### src/rtl/bsb_pkg.sv
package bsb_pkg;

   typedef enum logic {
      BSB_IDLE = 1'b0,
      BSB_WAIT = 1'b1
   } bsb_state_e;

   function automatic bit bsb_width_ok(input int w);
      return (w == 8) || (w == 16) || (w == 32) || (w == 64);
   endfunction

endpackage

### src/rtl/bsb_track.sv
module bsb_track
   import bsb_pkg::*;
(
   input  logic clk,
   input  logic rst_n,
   input  logic access,
   input  logic pwrite,
   input  logic rd_ack,
   input  logic wr_ack,
   output logic launch,
   output logic done,
   output logic dir_wr
);

   bsb_state_e state_q;
   logic       wr_q;
   logic       busy;
   logic       hit;

   assign busy   = (state_q == BSB_WAIT);
   assign launch = access & ~busy;
   assign dir_wr = busy ? wr_q : pwrite;
   assign hit    = dir_wr ? wr_ack : rd_ack;
   assign done   = access & hit;

   always_ff @(posedge clk or negedge rst_n) begin
      if (!rst_n) begin
         state_q <= BSB_IDLE;
         wr_q    <= 1'b0;
      end else begin
         if (launch && !done) begin
            state_q <= BSB_WAIT;
            wr_q    <= pwrite;
         end else if (busy && done) begin
            state_q <= BSB_IDLE;
         end
      end
   end

endmodule

### src/rtl/bsb_addr_rel.sv
module bsb_addr_rel #(
   parameter int                 ADDR_W    = 32,
   parameter int                 SPAN_W    = 12,
   parameter logic [ADDR_W-1:0]  BASE_ADDR = '0
) (
   input  logic [ADDR_W-1:0] paddr,
   output logic [SPAN_W-1:0] rel_addr
);

   localparam bit BASE_ALIGNED = (BASE_ADDR[SPAN_W-1:0] == '0);

   generate
      if (BASE_ALIGNED) begin : g_slice
         logic unused_hi;
         assign unused_hi = ^paddr[ADDR_W-1:SPAN_W];
         assign rel_addr  = paddr[SPAN_W-1:0];
      end else begin : g_sub
         logic [ADDR_W-1:0] diff;
         logic              unused_hi;
         assign diff      = paddr - BASE_ADDR;
         assign unused_hi = ^diff[ADDR_W-1:SPAN_W];
         assign rel_addr  = diff[SPAN_W-1:0];
      end
   endgenerate

endmodule

### src/rtl/bsb_resp.sv
module bsb_resp #(
   parameter int DATA_W = 32
) (
   input  logic              done,
   input  logic              dir_wr,
   input  logic [DATA_W-1:0] rd_data,
   input  logic              rd_err,
   input  logic              wr_err,
   output logic              pready,
   output logic              pslverr,
   output logic [DATA_W-1:0] prdata
);

   always_comb begin
      pready  = done;
      pslverr = done & (dir_wr ? wr_err : rd_err);
      prdata  = (done && !dir_wr) ? rd_data : '0;
   end

endmodule

### src/rtl/apb_strobe_bridge.sv
module apb_strobe_bridge
   import bsb_pkg::*;
#(
   parameter int                ADDR_W    = 32,
   parameter int                DATA_W    = 32,
   parameter int                SPAN_W    = 12,
   parameter logic [ADDR_W-1:0] BASE_ADDR = 32'h4000_0000
) (
   input  logic              clk,
   input  logic              rst_n,
   input  logic              psel,
   input  logic              penable,
   input  logic              pwrite,
   input  logic [ADDR_W-1:0] paddr,
   input  logic [DATA_W-1:0] pwdata,
   output logic [DATA_W-1:0] prdata,
   output logic              pready,
   output logic              pslverr,
   output logic              req,
   output logic              req_wr,
   output logic [SPAN_W-1:0] req_addr,
   output logic [DATA_W-1:0] req_wdata,
   output logic [DATA_W-1:0] req_biten,
   input  logic              rd_ack,
   input  logic [DATA_W-1:0] rd_data,
   input  logic              rd_err,
   input  logic              wr_ack,
   input  logic              wr_err
);

   generate
      if (!bsb_width_ok(DATA_W)) begin : g_bad_data_w
         $error("apb_strobe_bridge: DATA_W must be 8, 16, 32 or 64");
      end
      if (SPAN_W < 2 || SPAN_W >= ADDR_W) begin : g_bad_span_w
         $error("apb_strobe_bridge: SPAN_W must lie in [2, ADDR_W-1]");
      end
   endgenerate

   logic access;
   logic launch;
   logic done;
   logic dir_wr;

   assign access = psel & penable;

   bsb_track u_track (
      .clk    (clk),
      .rst_n  (rst_n),
      .access (access),
      .pwrite (pwrite),
      .rd_ack (rd_ack),
      .wr_ack (wr_ack),
      .launch (launch),
      .done   (done),
      .dir_wr (dir_wr)
   );

   bsb_addr_rel #(
      .ADDR_W    (ADDR_W),
      .SPAN_W    (SPAN_W),
      .BASE_ADDR (BASE_ADDR)
   ) u_addr (
      .paddr    (paddr),
      .rel_addr (req_addr)
   );

   bsb_resp #(
      .DATA_W (DATA_W)
   ) u_resp (
      .done    (done),
      .dir_wr  (dir_wr),
      .rd_data (rd_data),
      .rd_err  (rd_err),
      .wr_err  (wr_err),
      .pready  (pready),
      .pslverr (pslverr),
      .prdata  (prdata)
   );

   assign req       = launch;
   assign req_wr    = pwrite;
   assign req_wdata = pwdata;
   assign req_biten = '1;

endmodule

### config.mk
export PLATFORM = sky130hd
export DESIGN_NAME = apb_strobe_bridge
export DESIGN_NICKNAME = d
export VERILOG_FILES = /design/src/rtl/bsb_pkg.sv /design/src/rtl/bsb_track.sv /design/src/rtl/bsb_addr_rel.sv /design/src/rtl/bsb_resp.sv /design/src/rtl/apb_strobe_bridge.sv
export SDC_FILE = /design/constraint.sdc
export NUM_CORES = 1
export LEC_CHECK = 0
export BUFFER_PORTS_ARGS = -buffer_cell sky130_fd_sc_hd__clkbuf_2
export CAP_MARGIN = 10
export CORE_AREA = 2 2 83 85
export CTS_BUF_LIST = sky130_fd_sc_hd__clkbuf_16
export DETAILED_ROUTE_END_ITERATION = 10
export DIE_AREA = 0 0 85 87
export PLACE_DENSITY = 0.57
export RECOVER_POWER = 50
export SYNTH_ARGS = -nofsm -noshare
export SYNTH_HDL_FRONTEND = slang
export SYNTH_HIERARCHICAL = 1
export SYNTH_SLANG_ARGS = --single-unit
### constraint.sdc
create_clock -name clk -period 3.6 [get_ports clk]
set_input_delay 0.72 -clock clk [delete_from_list [all_inputs] [get_ports clk]]
set_output_delay 0.72 -clock clk [all_outputs]
set_load 0.01 [all_outputs]
### Word level (Yosys, flattened, before mapping)

Cells that the tools add are included.

| word-level totals | value |
|---|---|
| input bits | 105 |
| output and inout port bits | 112 |
| register bits after elaboration | 2 |

| operators by class | value |
|---|---|
| muxes and demuxes | 6 |
| bitwise operators | 5 |
| reduce and logical (&&, ||, !) cells | 6 |

Operators by type and width:

| operator | number |
|---|---|
| $mux W32 | 1 |
| $mux W1 | 5 |
| $and A1 B1 Y1 | 4 |
| $logic_and A1 B1 Y1 | 3 |
| $logic_not A1 Y1 | 2 |
| $reduce_bool A2 Y1 | 1 |
| $not A1 Y1 | 1 |

### Longest topological paths before layout

Gate-level depths: netlist of the first run.

| depth | value |
|---|---|
| depth in word-level cells | 6 |
| depth in mapped cells | 6 |
| mapped depth without buffers | 5 |

### Cells and area by module

Netlist of the first run, hierarchy kept.

By module, submodules not included:

| module | times used | cells an instance | area an instance (um2) |
|---|---|---|---|
| apb_strobe_bridge | 1 | 67 | 498.0 |
| bsb_resp | 1 | 39 | 297.8 |
| bsb_track | 1 | 16 | 145.1 |
| bsb_addr_rel | 1 | 12 | 90.1 |

### Worst setup path after synthesis of the first run

Ideal clock, no wire load.

| timing path | value |
|---|---|
| path type | input to output |
| start | input port pwrite |
| end | output port prdata[0] |
| data required time | 2.880 ns |
| arrival | 1.789 ns |
| buffers on the path | 1 |
| cell stages on the path | 6 |
| path slack | 1.091 ns |
| cells stage by stage | mux2_4 > mux2i_1 > nor2b_1 > nor2b_4 > buf_6 > and2_1 |

| between the ends | value |
|---|---|
| cells in the longest elaborated chain, start to end | 5 |

Ends and longest elaborated chain:

| element | RTL line | text |
|---|---|---|
| start: declaration | apb_strobe_bridge.sv:13 | `input logic pwrite,` |
| $mux W1 | bsb_track.sv:22 | `assign dir_wr = busy ? wr_q : pwrite;` |
| $mux W1 | bsb_track.sv:23 | `assign hit = dir_wr ? wr_ack : rd_ack;` |
| $and A1 B1 Y1 | bsb_track.sv:24 | `assign done = access & hit;` |
| via done | apb_strobe_bridge.sv:42 | `logic done;` |
| $logic_and A1 B1 Y1 | bsb_resp.sv:17 | `prdata = (done && !dir_wr) ? rd_data : '0;` |
| $mux W32 | bsb_resp.sv:17 |  |
| end: declaration | apb_strobe_bridge.sv:16 | `output logic [DATA_W-1:0] prdata,` |

The timed path passes the listed nets, and every way through them passes these cells.

### Worst setup path in the final report of the first run

| timing path | value |
|---|---|
| start | input port pwrite |
| end | output port prdata[21] |

| between the ends | value |
|---|---|
| cells in the longest elaborated chain, start to end | 5 |

Ends and longest elaborated chain:

| element | RTL line | text |
|---|---|---|
| $mux W1 * | bsb_track.sv:22 |  |
| via dir_wr | apb_strobe_bridge.sv:43 | `logic dir_wr;` |
| $mux W1 | bsb_track.sv:23 |  |
| $and A1 B1 Y1 | bsb_track.sv:24 |  |
| $logic_and A1 B1 Y1 * | bsb_resp.sv:17 |  |
| $mux W32 * | bsb_resp.sv:17 |  |

The timed path passes the listed nets; every way through them passes the cells marked *.

==> results of run 1 <==
==> flip-flops by register name, summed over array words and instances, names as in the netlist <==
name and flops:
u_track/busy 1, u_track/wr_q 1
==> final timing paths <==
| path | slack (ns) | startpoint | cells past startpoint | endpoint |
|---|---|---|---|---|
| worst max-delay path | 0.58 | pwrite | 7 | prdata[21] |
| worst min-delay path | 0.29 | rst_n | 1 | u_track/busy$_DFFE_PN0P_ |
| worst max register to register | 2.66 | u_track/busy$_DFFE_PN0P_ | 3 | u_track/wr_q$_DFFE_PN0P_ |
| worst min register to register | 0.57 | u_track/wr_q$_DFFE_PN0P_ | 2 | u_track/wr_q$_DFFE_PN0P_ |
| max in group asynchronous | 3.17 | rst_n | 1 | u_track/wr_q$_DFFE_PN0P_ |
| min in group clk | 0.57 | u_track/wr_q$_DFFE_PN0P_ | 2 | u_track/wr_q$_DFFE_PN0P_ |
==> worst register-to-register path, delay by kind of cell (launching register included) <==
kind,cells,cell delay [ns]
compound gates,1,0.16
flops,1,0.40
simple gates,2,0.26
==> where the power goes <==
group	switching, mW	internal, mW	leakage, nW	total, mW
clock	0.0258	0.141	0.0370	0.167
sequential	0.00511	0.0272	0.0215	0.0323
combinational	0.0508	0.0448	0.601	0.0956
total	0.0817	0.213	0.659	0.295
==> Yosys cell counts (all sizes together) <==
master | instances | area (um2)
buf | 81 | 619
and2 | 33 | 233
o21ai | 5 | 25.0
nor2b | 4 | 32.5
dfrtp | 2 | 50.1
mux2 | 2 | 26.3
mux2i | 2 | 20.0
conb | 1 | 3.75
inv | 1 | 3.75
nand2 | 1 | 3.75
nand2b | 1 | 6.26
nor3b | 1 | 7.51
==> stage by stage <==
stage               hold WS [ns]  std cells
finish                     0.289        243
detailed placement         0.515        240
global route               0.294        243
global placement           0.507        240
floorplan                  0.424        165
CTS                        0.284        243
==> area by class of cell <==
type                    count  share of cell area
multi-input cells          81               0.438
repair buffers             76               0.350
well taps                  80              0.0925
clock buffers               3              0.0694
flip-flops and latches      2              0.0462
inverters                   1             0.00347
==> cells by family (layout without fill, tap and decap cells) <==
family | count (synthesis) | after routing | share of synthesized area
simple gates | 40 | 40 | 0.274
other cells | 1 | 32 | 0.00364
buf+inv | 82 | 80 | 0.604
flops | 2 | 2 | 0.0485
mux | 4 | 4 | 0.0449
compound gates | 5 | 5 | 0.0243
==> metal layers <==
layer | vias to the layer above | GRT usage | wire, um
met3 | 12 | 0.0284 | 426
met5 | - | 0 | 0
met1 | 332 | 0.0459 | 791
met4 | 0 | 0.0375 | 62
li1 | 355 | - | -
met2 | 95 | 0.0888 | 1110
==> key figures, run 1 <==
Timing
  – Worst Clk Skew: 0.000380 ns
  – PnR worst setup slack: 0.576 ns
  – Count of pins over their slew limit: 0
  – Setup TNS Final: 0 ns
  – Final hold violations: 0
  – Unrepaired setup endpoints after global routing: no
  – Fin crit share: 0.840
  – Tmin final: 3.02 ns
  – # setup viols final: 0
  – FMAX: ~330 MHz

Setup path
  – Crit-path max FO: 32
  – WS Path Type: in2out
  – CP Launch Type: input port
  – Most used cell, CP: clkbuf_2
  – Worst EP arrival: around 2.3 ns
  – Largest stage delay, worst path: 0.48 ns
  – CP cell instances: clkbuf_2 > mux2_4 > mux2i_1 > nor2b_1 > nor2b_4 > and2_2 > clkbuf_2
  – CP Buf/Inv Count: 2
  – Crit path max-delay family: simple AND/OR/NAND/NOR gates
  – CP endpoint kind: output port
  – WP data required: 2.88 ns
  – Slowest cell on the critical path: nor2b_4

Worst hold path
  – Hold Crit Class: in2async

Place
  – PortBufs: 76
  – Routability Congestion: about 0.60
  – Cell Area, Placed: about 0.001 mm2
  – Worst slack, placed: 0.502 ns
  – HPWL after detailed placement: 2170 um

Power and ir drop
  – Pwr Total: 0.295 mW
  – Pwr dens: 273 mW/mm2
  – P_leak: 0.659 nW
  – Maximum VDD drop: slightly below 90 uV

CTS
  – Hold-fix buffers at CTS: 0
  – Clock Pin Slew Worst Setup and Hold Paths: ~0.030 ns
  – Number of post-CTS setup repair buffers: 0
  – H-Tree Depth: 1
  – Cts bufs inserted: 3
  – Root Buffer: clkbuf_16
  – Clock latency on the worst-skew pair: 0.22 ns
  – CTS tree: yes
  – CTS Sinks: 2
  – Max clock buf depth: 2
  – Post-cts resize count: 0

Die
  – Core area: 0.00657 mm2
  – Initial Util: 0.157
  – Die Area: 0.00740 mm2
  – Row count: 30
  – Die Y: 87 um
  – Io pins: 217
  – Die Wd: 85 um

Cells and area
  – Multi-input gate area: 474 um2
  – Final core utilization: 0.165
  – Final #Nets: 270
  – Fill cells: 764
  – Leading cell types in the layout, fill and taps excluded: 75 x clkbuf_2, 32 x conb_1, 21 x and2_2, 11 x and2_1, 5 x o21ai_0
  – Most common cell after layout, fill and taps aside: clkbuf_2
  – Fraction of layout instances using a drive strength above 1: 0.626
  – Layout area overhead: 4.98%
  – Fin area: 0.00108 mm2
  – N_diodes: 0
  – Register area: between 50 and 60 um2

Routing
  – Drc violations: 0
  – Antenna-violating nets left: 0
  – WL per Instance: a little under 10 um
  – Detailed Routing Iterations Pass 1: 3
  – Total Wirelength: about 2400 um
  – Initial drt markers: 2
  – Vias: 794
  – Drt via density: 3.27

Global routing
  – Largest net degree at the start of global routing: 33
  – First-pass GRT wire length: 2910 um
  – Vias in the first global route: 637
  – Initial antenna violation count: 0
  – Total track usage: 0.0517
  – Remaining global-route overflow: 0

Yosys
  – Mean Syn Cell Area: approximately 7.7 um2
  – Cells after Synth: between 100 and 150
  – Sequential element share of the synthesized area: 0.0485
  – Ys Warns: 6
  – FF+latch count, synth: 2
  – Synth cell types: 16
  – Synthesized area: slightly above 0.001 mm2

Run
  – Max Cap Viol: 0

Outcome
  – Outcome: finished, final reports clean
No activity file was read; power rests on OpenSTA's default activity.
==> run 2, diff against run 1 <==
- ABC_AREA: unset -> 1
- CORE_AREA: 2 2 83 85 -> 2 2 84 86
- DIE_AREA: 0 0 85 87 -> 0 0 86 88
- PLACE_DENSITY: 0.57 -> 0.6
- clock period: 3.6 -> 2.66 ns (I/O delays scaled with it)
==> key figures, run 2 <==
Yosys
  – FF+latch count, synth: 2 (unchanged)
  – Top post-synthesis cells by area: buf_4 51%, nor2_2 15%, inv_1 13%, dfrtp_1 4.3%, buf_8 3.9%
  – Post-synth ARST share: 1.00 (unchanged)
  – Synthesized area: 0.00115 mm2 (+12%)
  – Sequential element share of the synthesized area: 0.0434 (-0.00511)
  – Cells after Synth: 177 (+32%)
  – Top post-synthesis cells by count: 78 x buf_4, 40 x inv_1, 27 x nor2_2
  – Area leader, netlist: buf_4
  – Ys Warns: 6 (unchanged)
  – Most common cell in the synthesized netlist: buf_4
  – Main synth FF type: dfrtp_1
  – Synth cell types: 16 (unchanged)
  – Mean Syn Cell Area: 6.51 um2 (-15%)
  – Post-synth EDFFs: 0 (unchanged)
  – Yosys top cell area share: 0.508 (-0.0598)

CTS
  – Hold-fix buffers at CTS: 0 (unchanged)
  – Clock Pin Slew Worst Setup and Hold Paths: 0.03 ns (about the same)
  – Number of post-CTS setup repair buffers: 0 (unchanged)
  – Clock latency on the worst-skew pair: 0.22 ns (about the same)
  – Root Buffer: clkbuf_16
  – CTS Sinks: 2 (unchanged)
  – Cts bufs inserted: 3 (unchanged)
  – H-Tree Depth: 1 (unchanged)
  – Post-cts resize count: 0 (unchanged)
  – CTS tree: yes
  – Max clock buf depth: 2 (unchanged)

Timing
  – # setup viols final: 0 (unchanged)
  – Count of pins over their slew limit: 0 (unchanged)
  – Setup TNS Final: 0 ns (unchanged)
  – Worst Clk Skew: 0.00205 ns (+0.00167 ns)
  – Hold WS: 0.0995 ns (-0.190 ns)
  – Worst slew margin: 0.633
  – FMAX: 419 MHz
  – Tmin final: 2.39 ns
  – Fin crit share: 0.897
  – Worst-Margin Slew: 0.550 ns
  – Unrepaired setup endpoints after global routing: no
  – PnR worst setup slack: 0.274 ns (-0.302 ns)
  – Final hold violations: 0 (unchanged)

Place
  – Worst slack, placed: 0.227 ns (-0.275 ns)
  – HPWL after detailed placement: 1830 um (-16%)
  – PortBufs: 76 (unchanged)
  – Routability Congestion: 0.660 (+9.4%)

Power and ir drop
  – Flop pwr share: 0.095 (-0.014)
  – Pint: 0.322 mW (+51%)
  – Maximum VDD drop: 249 uV (+190%)
  – Switch share: 0.394 (+0.117)
  – Logic pwr share: 0.482 (+0.158)
  – Pwr dens: 446 mW/mm2 (+64%)
  – P_leak: 0.826 nW (+25%)
  – Switch Pwr: 0.210 mW (+160%)
  – Clock power share: 0.423 (-0.143)

Run
  – Max Cap Viol: 0 (unchanged)

Global routing
  – Remaining global-route overflow: 0 (unchanged)
  – First-pass GRT wire length: 2620 um (-9.9%)
  – Vias in the first global route: 623 (-2.2%)
  – Largest net degree at the start of global routing: 33 (unchanged)
  – Initial antenna violation count: 0 (unchanged)
  – Total track usage: 0.0440 (-0.00774)

Cells and area
  – Final #Nets: 313 (+16%)
  – Most common cell after layout, fill and taps aside: clkbuf_2
  – Final core utilization: 0.179 (+0.0147)
  – Layout area overhead: 3.47%
  – Fill cells: 770 (+0.79%)
  – N_diodes: 0 (unchanged)
  – Fraction of layout instances using a drive strength above 1: 0.553 (-0.0724)
  – Leading cell types in the layout, fill and taps excluded: 75 x clkbuf_2, 40 x inv_1, 32 x conb_1, 27 x nor2_2, 7 x nand2_1

Routing
  – Detailed Routing Iterations Pass 1: 3 (unchanged)
  – Total Wirelength: 2090 um (-13%)
  – Vias: 888 (+12%)
  – Antenna-violating nets left: 0 (unchanged)
  – Initial drt markers: 7 (+5)
  – WL per Instance: 7.31 um (-26%)
  – Drt via density: 3.10 (-5.0%)
  – Drc violations: 0 (unchanged)

Die
  – Initial Util: 0.173 (+0.0165)
  – Core area: 0.00664 mm2 (+1.1%)
  – Row count: 30 (unchanged)
  – Die Y: 88 um (+1.1%)
  – Die Area: 0.00757 mm2 (+2.3%)
  – Die Wd: 86 um (+1.2%)
  – Io pins: 217 (unchanged)

Setup path
  – Worst EP arrival: 1.85 ns (-0.45 ns)
  – CP Launch Type: flop
  – Crit-path max FO: 32 (unchanged)
  – CP endpoint kind: output port
  – WS Path Type: reg2out
  – WP data required: 2.13 ns (-0.75 ns)

Worst hold path
  – Hold Crit Class: in2async

Outcome
  – Outcome: finished, final reports clean
-- run 2: cell types whose count changed in the layout (fill, tap and decap cells not counted), moves of 4 or more --
cell	delta
and2_2	-21
inv_1	+39
nor2_1	+5
and2_1	-11
nor2_2	+27
o21ai_0	-4
nand2_1	+6
-- run 2: metal layers --
layer  vias up  GRT usage  wire [um]
met5         -          0          0
met4         0     0.0375         89
met3        16     0.0236        383
met2        83     0.0677        896
met1       348     0.0436        723
li1        441          -          -
-- run 2: power groups by stage --
stage,clock network (mW),registers [mW],logic (mW)
final,0.225,0.0506,0.257
after global routing,0.233,0.0522,0.289
after CTS,0.229,0.0507,0.261
after detailed placement,0,0.0510,0.260
after global placement,0,0.0501,0.254
after floorplan,0,0.0491,0.296
-- run 2: cells by family (layout without fill, tap and decap cells) --
group                  after synthesis  in the layout  synth area share
flip-flops                           2              2            0.0434
buffers and inverters              122            120             0.681
AND/OR/NAND/NOR                     51             51             0.268
other                                1             32           0.00325
AO/OA/AOI/OAI                        1              1           0.00434
-- run 2: area by class of cell --
class	count	area, um2	area share
multi-input cells	84	434	0.364
repair buffers	76	379	0.318
inverters	41	154	0.129
well taps	80	100	0.0839
clock buffers	3	75.1	0.0630
flip-flops and latches	2	50.0	0.0420
-- run 2: worst max-delay path, cell delays in order (launching register included) --
cell	delay, ns
dfrtp_1	0.39
nand2_1	0.13
nand2_2	0.12
nand2_2	0.08
nand3_2	0.07
inv_1	0.17
nand2_4	0.31
nor2_2	0.18
clkbuf_2	0.15
-- run 2: final timing paths --
| check | startpoint | endpoint | slack, ns | cells past startpoint |
|---|---|---|---|---|
| max | u_track/busy$_DFFE_PN0P_ | prdata[17] | 0.27 | 8 |
| min | rst_n | u_track/wr_q$_DFFE_PN0P_ | 0.1 | 1 |
| max reg2reg | u_track/busy$_DFFE_PN0P_ | u_track/busy$_DFFE_PN0P_ | 1.61 | 6 |
| min reg2reg | u_track/wr_q$_DFFE_PN0P_ | u_track/wr_q$_DFFE_PN0P_ | 0.48 | 2 |
| max in group asynchronous | rst_n | u_track/busy$_DFFE_PN0P_ | 2.42 | 1 |
| min in group clk | u_track/wr_q$_DFFE_PN0P_ | u_track/wr_q$_DFFE_PN0P_ | 0.48 | 2 |
-- run 2: per-stage QoR --
| stage | cells | cell area [um2] | power, mW |
|---|---|---|---|
| after floorplan | 208 | 1270 | 0.345 |
| after CTS | 286 | 1190 | 0.540 |
| after detailed placement | 283 | 1120 | 0.311 |
| after global placement | 283 | 1120 | 0.304 |
| after global routing | 286 | 1190 | 0.574 |
| final | 286 | 1190 | 0.532 |
==> run 3, diff against run 2 <==
- CELL_PAD_IN_SITES_DETAIL_PLACEMENT: unset -> 0
- CELL_PAD_IN_SITES_GLOBAL_PLACEMENT: unset -> 1
- CORE_AREA: 2 2 84 86 -> unset
- CORE_MARGIN: unset -> 2
- CORE_UTILIZATION: unset -> 13
- CTS_BUF_LIST: sky130_fd_sc_hd__clkbuf_16 -> sky130_fd_sc_hd__clkbuf_8
- DIE_AREA: 0 0 86 88 -> unset
- PLACE_DENSITY: 0.6 -> 0.79
==> key figures, run 3 (synthesis results as in run 2) <==
Outcome
  – Outcome: finished, final reports clean

Timing
  – Tmin final: 2.31 ns (-0.0812 ns)
  – Worst slew margin: 0.631 (-0.00277)
  – Unrepaired setup endpoints after global routing: no
  – Count of pins over their slew limit: 0 (unchanged)
  – Worst Clk Skew: 0.000432 ns (-0.00162 ns)
  – Fin crit share: 0.867 (-0.0305)
  – # setup viols final: 0 (unchanged)
  – Final hold violations: 0 (unchanged)
  – FMAX: 434 MHz (+3.5%)
  – Setup TNS Final: 0 ns (unchanged)
  – PnR worst setup slack: 0.355 ns (+0.0812 ns)
  – Worst-Margin Slew: 0.554 ns (+0.00366 ns)

Routing
  – Vias: 891 (+0.34%)
  – Drt via density: 2.83 (-8.9%)
  – Detailed Routing Iterations Pass 1: 2 (-1)
  – Total Wirelength: 2200 um (+5.2%)
  – Drc violations: 0 (unchanged)
  – WL per Instance: 6.98 um (-4.5%)
  – Initial drt markers: 12 (+5)
  – Antenna-violating nets left: 0 (unchanged)

Setup path
  – Largest stage delay, worst path: 0.39 ns (about the same)
  – Worst EP arrival: 1.77 ns (-0.08 ns)
  – CP endpoint kind: output port
  – CP Launch Type: flop
  – CP Buf/Inv Count: 2 (unchanged)
  – Crit path max-delay family: simple AND/OR/NAND/NOR gates
  – R2R setup slack: 1.56 ns (-0.05 ns)
  – WS Path Type: reg2out
  – CP cell instances: nand2_1 > nand2_2 > nand2_2 > nand3_2 > inv_1 > nand2_4 > nor2_1 > clkbuf_2
  – Most used cell, CP: nand2_2
  – Crit-path max FO: 32 (unchanged)
  – Slowest cell on the critical path: dfrtp_1
  – WP data required: 2.13 ns (about the same)

Cells and area
  – Fraction of layout instances using a drive strength above 1: 0.556 (+0.00216)
  – N_diodes: 0 (unchanged)
  – Layout area overhead: 4.23%
  – Final core utilization: 0.138 (-0.0411)
  – Final #Nets: 314 (+0.32%)
  – Fill cells: 1033 (+34%)
  – Leading cell types in the layout, fill and taps excluded: 75 x clkbuf_2, 40 x inv_1, 32 x conb_1, 27 x nor2_2, 7 x nand2_1
  – Most common cell after layout, fill and taps aside: clkbuf_2
  – Non-Filler Instances: 315 (+10%)

Place
  – Placed cells: 312 (+10%)
  – PortBufs: 76 (unchanged)
  – Routability Congestion: 0.614 (-7.1%)
  – Worst slack, placed: 0.320 ns (+0.0939 ns)
  – HPWL after detailed placement: 1940 um (+6.2%)

Global routing
  – Vias in the first global route: 716 (+15%)
  – Remaining global-route overflow: 0 (unchanged)
  – Largest net degree at the start of global routing: 33 (unchanged)
  – Total track usage: 0.0398 (-0.00420)
  – Initial antenna violation count: 0 (unchanged)
  – First-pass GRT wire length: 3170 um (+21%)

Die
  – Die Area: 0.00963 mm2 (+27%)
  – Core area: 0.00868 mm2 (+31%)
  – Row count: 34 (+13%)
  – Die Wd: 98.2 um (+14%)
  – Io pins: 217 (unchanged)
  – Initial Util: 0.133 (-0.0407)
  – Die Y: 98.2 um (+12%)

CTS
  – Clock latency on the worst-skew pair: 0.21 ns (about the same)
  – Hold-fix buffers at CTS: 0 (unchanged)
  – Root Buffer: clkbuf_8
  – CTS Sinks: 2 (unchanged)
  – CTS tree: yes
  – H-Tree Depth: 1 (unchanged)
  – Number of post-CTS setup repair buffers: 0 (unchanged)
  – Clock Pin Slew Worst Setup and Hold Paths: 0.03 ns (about the same)
  – Post-cts resize count: 0 (unchanged)
  – Max clock buf depth: 2 (unchanged)
  – Cts bufs inserted: 3 (unchanged)

Worst hold path
  – Hold Crit Class: in2async

Power and ir drop
  – Pwr dens: 365 mW/mm2 (-18%)
  – Clock power share: 0.274 (-0.149)
  – Flop pwr share: 0.115 (+0.020)
  – P_leak: 0.815 nW (-1.3%)
  – Logic pwr share: 0.612 (+0.130)
  – Maximum VDD drop: 336 uV (+35%)
  – Switch Pwr: 0.202 mW (-3.5%)
  – Switch share: 0.462 (+0.0678)
  – Pint: 0.236 mW (-27%)

Run
  – Max Cap Viol: 0 (unchanged)
run 3: cell count changes in the layout (fill, tap and decap cells not counted), sizes merged:
cell	delta
buf	+1
run 3: worst reg2reg max path, stage by stage, from the launching register on:
cell and delay, ns:
dfrtp_1 0.39, nand2_1 0.13, nand2_2 0.08, buf_4 0.15, nand2_1 0.05, nand4_1 0.07
nand2_1 0.07, nand2_1 0.05
run 3: final cells by class:
type                    count  area, um2  area share
inverters                  41        154       0.128
repair buffers             77        387       0.322
multi-input cells          84        434       0.361
flip-flops and latches      2       50.0      0.0417
clock buffers               3       41.3      0.0344
well taps                 108        135       0.113
run 3: stage by stage:
| stage | hold WS (ns) | power, mW | instance area (um2) |
|---|---|---|---|
| 6_report | 0.0978 | 0.438 | 1200 |
| 2_1_floorplan | 0.236 | 0.345 | 1270 |
| 3_5_place_dp | 0.319 | 0.325 | 1160 |
| 4_1_cts | 0.0960 | 0.449 | 1200 |
| 3_3_place_gp | 0.318 | 0.318 | 1160 |
| 5_1_grt | 0.105 | 0.479 | 1200 |
run 3: final timing paths:
path | end | start | depth (start not counted)
min in group clk | u_track/wr_q$_DFFE_PN0P_ | u_track/wr_q$_DFFE_PN0P_ | 2
min | u_track/wr_q$_DFFE_PN0P_ | rst_n | 1
max | prdata[31] | u_track/busy$_DFFE_PN0P_ | 8
max reg2reg | u_track/wr_q$_DFFE_PN0P_ | u_track/busy$_DFFE_PN0P_ | 7
min reg2reg | u_track/wr_q$_DFFE_PN0P_ | u_track/wr_q$_DFFE_PN0P_ | 2
max in group asynchronous | u_track/busy$_DFFE_PN0P_ | rst_n | 1
run 3: metal layers:
| metal | GRT usage | vias to the layer above | part of all wire |
|---|---|---|---|
| li1 | - | 443 | - |
| met1 | 0.0323 | 348 | 0.28 |
| met2 | 0.0743 | 76 | 0.51 |
| met3 | 0.0150 | 24 | 0.16 |
| met4 | 0.0337 | 0 | 0.050 |
| met5 | 0 | - | 0 |
run 3: power groups by stage:
stage	clock [mW]	sequential, mW	combinational, mW
after detailed placement	0	0.0507	0.274
after CTS	0.124	0.0503	0.274
after global routing	0.126	0.0517	0.302
after floorplan	0	0.0491	0.296
final	0.120	0.0502	0.268
after global placement	0	0.0504	0.268
